<file path="src/rtl/spi_burst_pkg.sv">
package spi_burst_pkg;
   typedef enum logic [2:0] {
      SQ_IDLE    = 3'd0,
      SQ_ISSUE   = 3'd1,
      SQ_WAIT_HI = 3'd2,
      SQ_WAIT_LO = 3'd3,
      SQ_DONE    = 3'd4
   } sq_state_e;
endpackage

</file>
<file path="src/rtl/spi_burst_idx.sv">
module spi_burst_idx #(
   parameter int MAX_WORDS = 16,
   parameter int CNT_W     = 5,
   parameter int IDX_W     = 4
) (
   input  logic             clk,
   input  logic             rst,
   input  logic             load,
   input  logic [CNT_W-1:0] len_in,
   input  logic             advance,
   output logic [IDX_W-1:0] idx,
   output logic             len_zero,
   output logic             last
);
   logic [CNT_W-1:0] len_q;
   logic [CNT_W-1:0] idx_ext;

   assign idx_ext  = CNT_W'(idx);
   assign last     = (idx_ext + CNT_W'(1)) == len_q;
   assign len_zero = (len_in == '0);

   always_ff @(posedge clk) begin
      if (rst) begin
         idx   <= '0;
         len_q <= '0;
      end else if (load) begin
         idx   <= '0;
         len_q <= len_in;
      end else if (advance) begin
         idx   <= idx + IDX_W'(1);
      end
   end

   // index walks upward one slot at a time, or restarts at zero
   a_r5_idx_step : assert property (@(posedge clk) disable iff (rst)
      !$stable(idx) |-> (idx == '0 || idx == $past(idx) + IDX_W'(1)));
   a_r2_idx_in_range : assert property (@(posedge clk) disable iff (rst)
      (len_q != '0) |-> (idx_ext < len_q));
endmodule

</file>
<file path="src/rtl/spi_burst_ctrl.sv">
module spi_burst_ctrl
   import spi_burst_pkg::*;
(
   input  logic clk,
   input  logic rst,
   input  logic start,
   input  logic len_zero,
   input  logic last,
   input  logic eng_busy,
   output logic load,
   output logic advance,
   output logic capture,
   output logic send,
   output logic active,
   output logic done
);
   sq_state_e state, state_nx;

   always_comb begin
      state_nx = state;
      load     = 1'b0;
      advance  = 1'b0;
      capture  = 1'b0;
      unique case (state)
         SQ_IDLE: if (start) begin
            load     = 1'b1;
            state_nx = len_zero ? SQ_DONE : SQ_ISSUE;
         end
         SQ_ISSUE:   state_nx = SQ_WAIT_HI;
         SQ_WAIT_HI: if (eng_busy) state_nx = SQ_WAIT_LO;
         SQ_WAIT_LO: if (!eng_busy) begin
            capture = 1'b1;
            if (last) state_nx = SQ_DONE;
            else begin
               advance  = 1'b1;
               state_nx = SQ_ISSUE;
            end
         end
         SQ_DONE:    state_nx = SQ_IDLE;
         default:    state_nx = SQ_IDLE;
      endcase
   end

   always_ff @(posedge clk) begin
      if (rst) state <= SQ_IDLE;
      else     state <= state_nx;
   end

   assign send   = (state == SQ_ISSUE);
   assign active = (state != SQ_IDLE);
   assign done   = (state == SQ_DONE);

   a_r3_send_one_cycle : assert property (@(posedge clk) disable iff (rst)
      send |=> !send);
   a_r6_done_one_cycle : assert property (@(posedge clk) disable iff (rst)
      done |=> !done);
   a_r7_done_in_active : assert property (@(posedge clk) disable iff (rst)
      done |-> active);
   a_r4_no_send_when_busy : assert property (@(posedge clk) disable iff (rst)
      send |-> !eng_busy);
   a_r10_start_ignored : assert property (@(posedge clk) disable iff (rst)
      (active && !done && start) |=> active);
endmodule

</file>
<file path="src/rtl/spi_burst_rxbank.sv">
module spi_burst_rxbank #(
   parameter int MAX_WORDS = 16,
   parameter int WORD_W    = 8,
   parameter int IDX_W     = 4
) (
   input  logic                        clk,
   input  logic                        rst,
   input  logic                        capture,
   input  logic [IDX_W-1:0]            idx,
   input  logic [WORD_W-1:0]           rxd,
   output logic [MAX_WORDS*WORD_W-1:0] rx_flat
);
   for (genvar g = 0; g < MAX_WORDS; g++) begin : g_slot
      logic [WORD_W-1:0] slot_q;
      always_ff @(posedge clk) begin
         if (rst)                                  slot_q <= '0;
         else if (capture && idx == IDX_W'(g))     slot_q <= rxd;
      end
      assign rx_flat[g*WORD_W +: WORD_W] = slot_q;
   end
endmodule

</file>
<file path="src/rtl/spi_burst_seq.sv">
module spi_burst_seq #(
   parameter int WORD_W    = 8,
   parameter int MAX_WORDS = 16,
   parameter int CNT_W     = $clog2(MAX_WORDS + 1)
) (
   input  logic                        clk,
   input  logic                        rst,
   input  logic                        start,
   input  logic [CNT_W-1:0]            count,
   input  logic [MAX_WORDS*WORD_W-1:0] tx_array,
   output logic [MAX_WORDS*WORD_W-1:0] rx_array,
   output logic                        active,
   output logic                        done,
   output logic                        eng_send,
   output logic [WORD_W-1:0]           eng_txd,
   input  logic                        eng_busy,
   input  logic [WORD_W-1:0]           eng_rxd
);
   localparam int IDX_W = (MAX_WORDS > 1) ? $clog2(MAX_WORDS) : 1;

   if (WORD_W < 1) begin : g_bad_word
      $error("spi_burst_seq: WORD_W must be at least 1");
   end
   if (MAX_WORDS < 1) begin : g_bad_depth
      $error("spi_burst_seq: MAX_WORDS must be at least 1");
   end
   if ((2 ** CNT_W) <= MAX_WORDS) begin : g_bad_cnt
      $error("spi_burst_seq: CNT_W too narrow for MAX_WORDS");
   end

   logic [CNT_W-1:0] len_clamped;
   logic [IDX_W-1:0] idx;
   logic load, advance, capture, len_zero, last;

   assign len_clamped = (count > CNT_W'(MAX_WORDS)) ? CNT_W'(MAX_WORDS) : count;

   spi_burst_idx #(.MAX_WORDS(MAX_WORDS), .CNT_W(CNT_W), .IDX_W(IDX_W)) u_idx (
      .clk(clk), .rst(rst), .load(load), .len_in(len_clamped),
      .advance(advance), .idx(idx), .len_zero(len_zero), .last(last));

   spi_burst_ctrl u_ctrl (
      .clk(clk), .rst(rst), .start(start), .len_zero(len_zero), .last(last),
      .eng_busy(eng_busy), .load(load), .advance(advance), .capture(capture),
      .send(eng_send), .active(active), .done(done));

   spi_burst_rxbank #(.MAX_WORDS(MAX_WORDS), .WORD_W(WORD_W), .IDX_W(IDX_W)) u_rx (
      .clk(clk), .rst(rst), .capture(capture), .idx(idx), .rxd(eng_rxd),
      .rx_flat(rx_array));

   assign eng_txd = tx_array[idx*WORD_W +: WORD_W];

   // nothing is requested or reported in the cycle after reset
   a_r11_quiet_after_reset : assert property (@(posedge clk)
      $past(rst) |-> (!active && !done && !eng_send));
   a_r8_done_needs_active : assert property (@(posedge clk) disable iff (rst)
      $rose(done) |-> $past(active) || $past(start));
endmodule

</file>
<file path="config.mk">
export PLATFORM = sky130hd
export DESIGN_NAME = spi_burst_seq
export DESIGN_NICKNAME = d
export VERILOG_FILES = /design/src/rtl/spi_burst_pkg.sv /design/src/rtl/spi_burst_idx.sv /design/src/rtl/spi_burst_ctrl.sv /design/src/rtl/spi_burst_rxbank.sv /design/src/rtl/spi_burst_seq.sv
export SDC_FILE = /design/constraint.sdc
export NUM_CORES = 1
export LEC_CHECK = 0
export ABC_AREA = 1
export BUFFER_PORTS_ARGS = -buffer_cell sky130_fd_sc_hd__buf_2
export CORE_MARGIN = 1.5
export CORE_UTILIZATION = 45
export DETAILED_ROUTE_END_ITERATION = 10
export PLACE_DENSITY = 0.85
export SYNTH_ARGS = -nofsm -noshare
export SYNTH_HDL_FRONTEND = slang
export SYNTH_HIERARCHICAL = 1
export SYNTH_SLANG_ARGS = --single-unit
</file>
<file path="constraint.sdc">
create_clock -name clk -period 2.32 [get_ports clk]
set_input_delay 0.116 -clock clk [delete_from_list [all_inputs] [get_ports clk]]
set_output_delay 0.116 -clock clk [all_outputs]
set_load 0.005 [all_outputs]
</file>
==> metrics.csv, run 1 <==
metric;value;unit
met3 global-route usage;7.33;%
worst skew pair latency;0.42;ns
Vias;8513;
Worst Path Arrival;2.46;ns
TritonCTS Buffers;17;
Crit path max-delay family;buffers and inverters;
post-synth top area cell;dfxtp_1;
Layout area overhead;31.9;%
GP Congestion;0.868;
Crit path largest cell delay;0.55;ns
worst hold path class;in2reg;
Setup crit end kind;register;
status;complete, no violations;
DIE AREA;17000;um2
Placement Setup Slack;0.384;ns
largest family of logic cells by synthesized area;simple AND/OR/NAND/NOR gates;
GRT met2 Usage;45.7;%
normalized max-slew margin;48.8;%
crit path cell chain;dlygate4sd3_1, buf_2, inv_1, a31oi_1, nor2_1, nor3_1, nor3b_2, inv_1, o21ai_0, nand2_1, nand3_1, a21oi_2, dlygate4sd3_1;
total power per unit cell area;617;nW/um2
ys flop type;dfxtp_1;
Synth warnings;6;
XOR/XNOR share of the synthesized area;0.120;%
total of max-cap violations;0;
CP max-delay cell;dlygate4sd3_1;
share of cells above drive strength 1;22.9;%
Via density;4.85;
CP Launch Type;input pin;
Mean Syn Cell Area;5.85;um2
flops & latches, synth;140;
Worst Max-Slew Pin Slew;0.767;ns
Die Wd;131;um
Post-synth EDFFs;0;
fmax;465;MHz
M1 GR Usage;31.5;%
simple-gate share of the synthesized area;47.3;%
DR WL/cell;13.6;um
dpl hpwl;16.2;mm
setup ws final;0.167;ns
fillcell total;1476;
sequential element share of the synthesized area;38.3;%
Most Crowded Layer GR;met2;
Area contributors post-synth;dfxtp_1, nand2_1, nor2_1;
CTS clk-pin slew, worst paths;0.06;ns
IO Pins;284;
GRT overflow;0;
# rows;46;
DRC errors left;0;
Die Height;131;um
IO Port Bufs;283;
vias in the first global route;7583;
initial core utilization;46.1;%
Detail Route Antenna Nets;0;
post-synth top area share;38.3;%
crit path max fanout;5;
clock period minus worst slack;2.15;ns
clk sinks;140;
initial drt markers;615;
Setup Skew;0.00483;ns
static leakage;0.00537;uW
initial antenna violation count;0;
kind of critical path;in2reg;
RSZ-0062 raised after global routing;yes;
cell total after placement;1710;
Fin. Hold Viols;0;
WP data required;2.63;ns
mux contribution to synthesized area;0;%
first-pass GRT wire length;36.2;mm
root buffer cell;clkbuf_16;
Global Route Usage Sum;27.3;%
core area;15900;um2
Non-Filler Instances;1755;
Synth Cell Area;7320;um2
largest net degree at the start of global routing;125;
peak supply drop;499;uV
period utilization;92.8;%
Util after Layout;60.8;%
Netlist cell types;27;
nets;1671;
CTS max path bufs;2;
Post-Syn Instances;1251;
Syn Nets;1397;
Hold Worst Slack;0.0766;ns
TritonCTS clock tree;yes;
asr flop ratio synth;0;%
H-tree Lvls;4;
Slew Limit Fails;0;
final WL;23.8;mm
Setup-failing EPs final;0;
Pwr Total;5950;uW
First-pass DRT Iterations;7;
compound-gate portion of the synthesized area;1.40;%
Worst Path Buf+Inv;5;
adder-cell share of the synthesized area;0.171;%
==> sequential cells by signal, summed over array words and instances (netlist names) <==
| name | flops |
|---|---|
| u_ctrl/state | 3 |
| u_idx/idx | 4 |
| u_idx/len_q | 5 |
| u_rx/g_slot.slot_q | 128 |
==> per-layer routing <==
layer | wire (um) | share of wire, % | up-vias
met5 | 0 | 0 | -
met2 | 11200 | 47 | 382
met4 | 1050 | 4.4 | 0
li1 | - | - | 4270
met1 | 9690 | 41 | 3781
met3 | 1860 | 7.8 | 80
==> cells in the final DEF (no fill, tap or decap), types with 2 or more instances in the layout <==
| master | count |
|---|---|
| a21oi_1 | 7 |
| inv_6 | 3 |
| clkinv_2 | 3 |
| nand3_1 | 110 |
| nor3_1 | 2 |
| inv_1 | 150 |
| nor2_2 | 2 |
| o21ai_0 | 8 |
| bufinv_16 | 4 |
| buf_2 | 283 |
| clkbuf_16 | 17 |
| dlygate4sd3_1 | 11 |
| nand2_1 | 448 |
| nand2_2 | 3 |
| clkinvlp_4 | 4 |
| nor2_1 | 296 |
| dfxtp_1 | 139 |
| buf_12 | 3 |
| buf_4 | 21 |
| nand4_1 | 9 |
==> stage by stage <==
stage               cell area, um2  setup TNS, ns
detailed placement            8860              0
global placement              8860              0
floorplan                     7320              0
finish                        9650              0
global route                  9650       -0.00892
CTS                           9600              0
==> final timing paths <==
kind / startpoint / endpoint / slack (ns) / cells past startpoint
max: count[4] / u_ctrl/state[0]$_SDFFE_PP0P_ / 0.17 / 13
max reg2reg: u_idx/idx[0]$_SDFFE_PP0P_ / u_ctrl/state[0]$_SDFFE_PP0P_ / 0.18 / 14
min reg2reg: u_rx/g_slot[4].slot_q[6]$_SDFFE_PP0P_ / u_rx/g_slot[4].slot_q[6]$_SDFFE_PP0P_ / 0.48 / 2
min: count[3] / u_idx/len_q[3]$_SDFFE_PP0P_ / 0.08 / 5
==> tightest hold or removal path: stages <==
cell and delay [ns]:
buf_2 0.10, inv_1 0.04, nor2_1 0.04, nor2_1 0.09, nor2_1 0.05
==> synthesized netlist by cell type (2+ instances only) <==
| cell type | instances |
|---|---|
| buf_4 | 8 |
| nor2_1 | 297 |
| clkbuf_1 | 5 |
| inv_1 | 152 |
| o21ai_0 | 8 |
| buf_2 | 24 |
| nor3_1 | 2 |
| a21oi_1 | 7 |
| buf_1 | 19 |
| dfxtp_1 | 140 |
| buf_6 | 7 |
| nand3_1 | 110 |
| nand4_1 | 9 |
| nand2_2 | 3 |
| nand2_1 | 448 |
==> layout make-up <==
class	count	area, um2	share of cell area, %
well taps	216	270	2.80
multi-input cells	894	3610	37.4
flip-flops and latches	140	2810	29.1
clock inverters	13	188	1.94
repair buffers	319	1760	18.2
diodes	1	2.50	0.0259
clock buffers	19	443	4.59
inverters	153	579	6.00
==> what timing repair did <==
item                       4_1_cts  5_1_grt
setup endpoints to repair        0        9
hold endpoints to repair        19        0
setup buffers                    0        1
resized for setup                0        6
hold buffers                    11        0
==> where the power goes <==
| group | internal [uW] | leakage, uW | switching (uW) |
|---|---|---|---|
| sequential | 2420 | 0.00113 | 20.4 |
| clock | 1830 | 0.000300 | 1090 |
| combinational | 242 | 0.00394 | 347 |
| total | 4500 | 0.00537 | 1450 |
==> cells by family (layout without fill, tap and decap cells) <==
kind of cell,after synthesis,after routing
and+or+nand+nor,873,873
buffers and inverters,217,504
DFF,140,140
AOI/OAI and AO/OA,19,19
adders and majority gates,1,1
xor gates and xnor gates,1,1
other,0,1
(Power assumes the default switching activity.)
==> run 2: changes to the inputs <==
Settings changed: CORE_MARGIN 1.5 to 2.
==> run 2 against run 1 <==
  * Combinational power is 2% lower
  * Non-clock buffer count is 1 higher
  * Flip-flop and latch count stayed put
  * Setup slack worse by 0.013 ns
  * Maximum frequency fell by 0.60%
  * Highest routed layer unchanged
==> metrics.csv, run 2 (synthesis results as in run 1) <==
metric;value;unit
root buffer cell;clkbuf_16;
share of cells above drive strength 1;22.7;%
Pwr Total;5600;uW
IO Port Bufs;283;
Util after Layout;60.1;%
core area;15900;um2
CP Launch Type;register;
DRC errors left;0;
setup ws final;0.154;ns
fmax;462;MHz
initial core utilization;46.1;%
IO Pins;284;
Setup-failing EPs final;0;
Vias;8447;
Die Height;132;um
Detail Route Antenna Nets;0;
Fin. Hold Viols;0;
DIE AREA;17300;um2
cell depth of the worst flop-to-flop path;5;
Worst Max-Slew Pin Slew;0.742;ns
commonest non-fill, non-tap cell in the layout;nand2_1;
Global Route Usage Sum;25.8;%
Diodes inserted;0;
CTS clk-pin slew, worst paths;0.06;ns
initial drt markers;771;
WP data required;2.20;ns
TritonCTS Buffers;17;
DR WL/cell;13.2;um
Placement Setup Slack;0.494;ns
Via density;4.81;
Worst Setup EP;eng_txd[4];
fillcell total;1518;
CTS max path bufs;2;
Layout area overhead;30.5;%
Non-Filler Instances;1755;
normalized max-slew margin;50.5;%
vias in the first global route;7521;
# rows;46;
total power per unit cell area;586;nW/um2
most frequent cells in the layout;nand2_1, nor2_1, buf_2, inv_1, dfxtp_1;
initial antenna violation count;0;
static leakage;0.00534;uW
clk sinks;140;
First-pass DRT Iterations;5;
Top reg by flops;u_rx/g_slot.slot_q;
GP Congestion;0.850;
cell total after placement;1713;
Die Wd;132;um
status;complete, no violations;
RR Startpoint;u_idx/idx[0]$_SDFFE_PP0P_;
Critical Path Start;u_idx/idx[2]$_SDFFE_PP0P_;
Top Registers;u_rx/g_slot.slot_q (128), u_idx/len_q (5), u_idx/idx (4);
clock period minus worst slack;2.17;ns
dpl hpwl;16.4;mm
peak supply drop;601;uV
period utilization;93.4;%
max FFs per register;128;
H-tree Lvls;4;
GRT overflow;0;
TritonCTS clock tree;yes;
RSZ-0062 raised after global routing;no;
Setup Skew;0.00645;ns
worst skew pair latency;0.41;ns
kind of critical path;reg2out;
final WL;23.2;mm
R2R Path End;u_rx/g_slot[12].slot_q[4]$_SDFFE_PP0P_;
first-pass GRT wire length;36.5;mm
nets;1672;
Slew Limit Fails;0;
TNS Setup;0;ns
Worst Path Arrival;2.05;ns
crit path max fanout;17;
total of max-cap violations;0;
R2R setup slack;0.38;ns
Setup crit end kind;output port;
worst hold path class;in2reg;
largest net degree at the start of global routing;65;
## run 2: cell count changes in the layout (fill, tap and decap cells not counted), moves of 2 or more
| cell | before | now |
|---|---|---|
| bufinv_16 | 4 | 1 |
| clkinv_2 | 3 | 6 |
| clkinvlp_4 | 4 | 1 |
| clkbuf_8 | 1 | 3 |
| buf_4 | 21 | 23 |
## run 2: metal layers
metal,track usage [%],part of all wire (%)
met1,30.7,40
met2,44.7,49
met4,11.1,3.5
met3,5.79,7.6
met5,0,0
## run 2: cell type report
class                      instances  area (um2)  area share (%)
multi-input combinational        894        3590            37.6
sequential                       140        2800            29.4
timing repair buffer             320        1750            18.3
inverter                         153         576            6.02
clock buffer                      22         474            4.96
tap                              216         270            2.83
clock inverter                    10        88.8           0.930
## run 2: worst min path at each step
stage                    start                               endpoint  slack (ns)  cells past startpoint
CTS                   eng_busy           u_ctrl/state[0]$_SDFFE_PP0P_        0.02                      3
finish                eng_busy           u_ctrl/state[0]$_SDFFE_PP0P_        0.03                      3
detailed placement  eng_rxd[0]  u_rx/g_slot[0].slot_q[0]$_SDFFE_PP0P_        0.38                      3
global route          eng_busy           u_ctrl/state[0]$_SDFFE_PP0P_        0.02                      3
global placement    eng_rxd[6]  u_rx/g_slot[0].slot_q[6]$_SDFFE_PP0P_        0.37                      3
floorplan                  rst           u_ctrl/state[0]$_SDFFE_PP0P_        0.18                      1
## run 2: what timing repair did
action                                 in CTS  in global routing
setup endpoints to repair                   0                  2
setup buffers                               0                  0
hold buffers                               10                  0
endpoints found under the hold margin      19                  0
resized for setup                           0                  2
## run 2: worst max-delay path: stages (launching register included)
cell     delay [ns]
dfxtp_1        0.52
buf_4          0.30
inv_1          0.29
nand3_1        0.18
nand3_1        0.08
nand2_1        0.12
buf_2          0.13
## run 2: report_power, final
part | leakage [uW] | switching, uW | internal, uW | total [uW]
logic | 0.00393 | 339 | 241 | 580
clock network | 0.000280 | 1020 | 1560 | 2570
registers | 0.00113 | 19.8 | 2420 | 2440
## run 2: through the flow
stage	area, um2	hold WS (ns)
final	9550	0.0300
after global routing	9550	0.0233
after CTS	9550	0.0158
after detailed placement	8880	0.379
after global placement	8880	0.369
after floorplan	7320	0.178
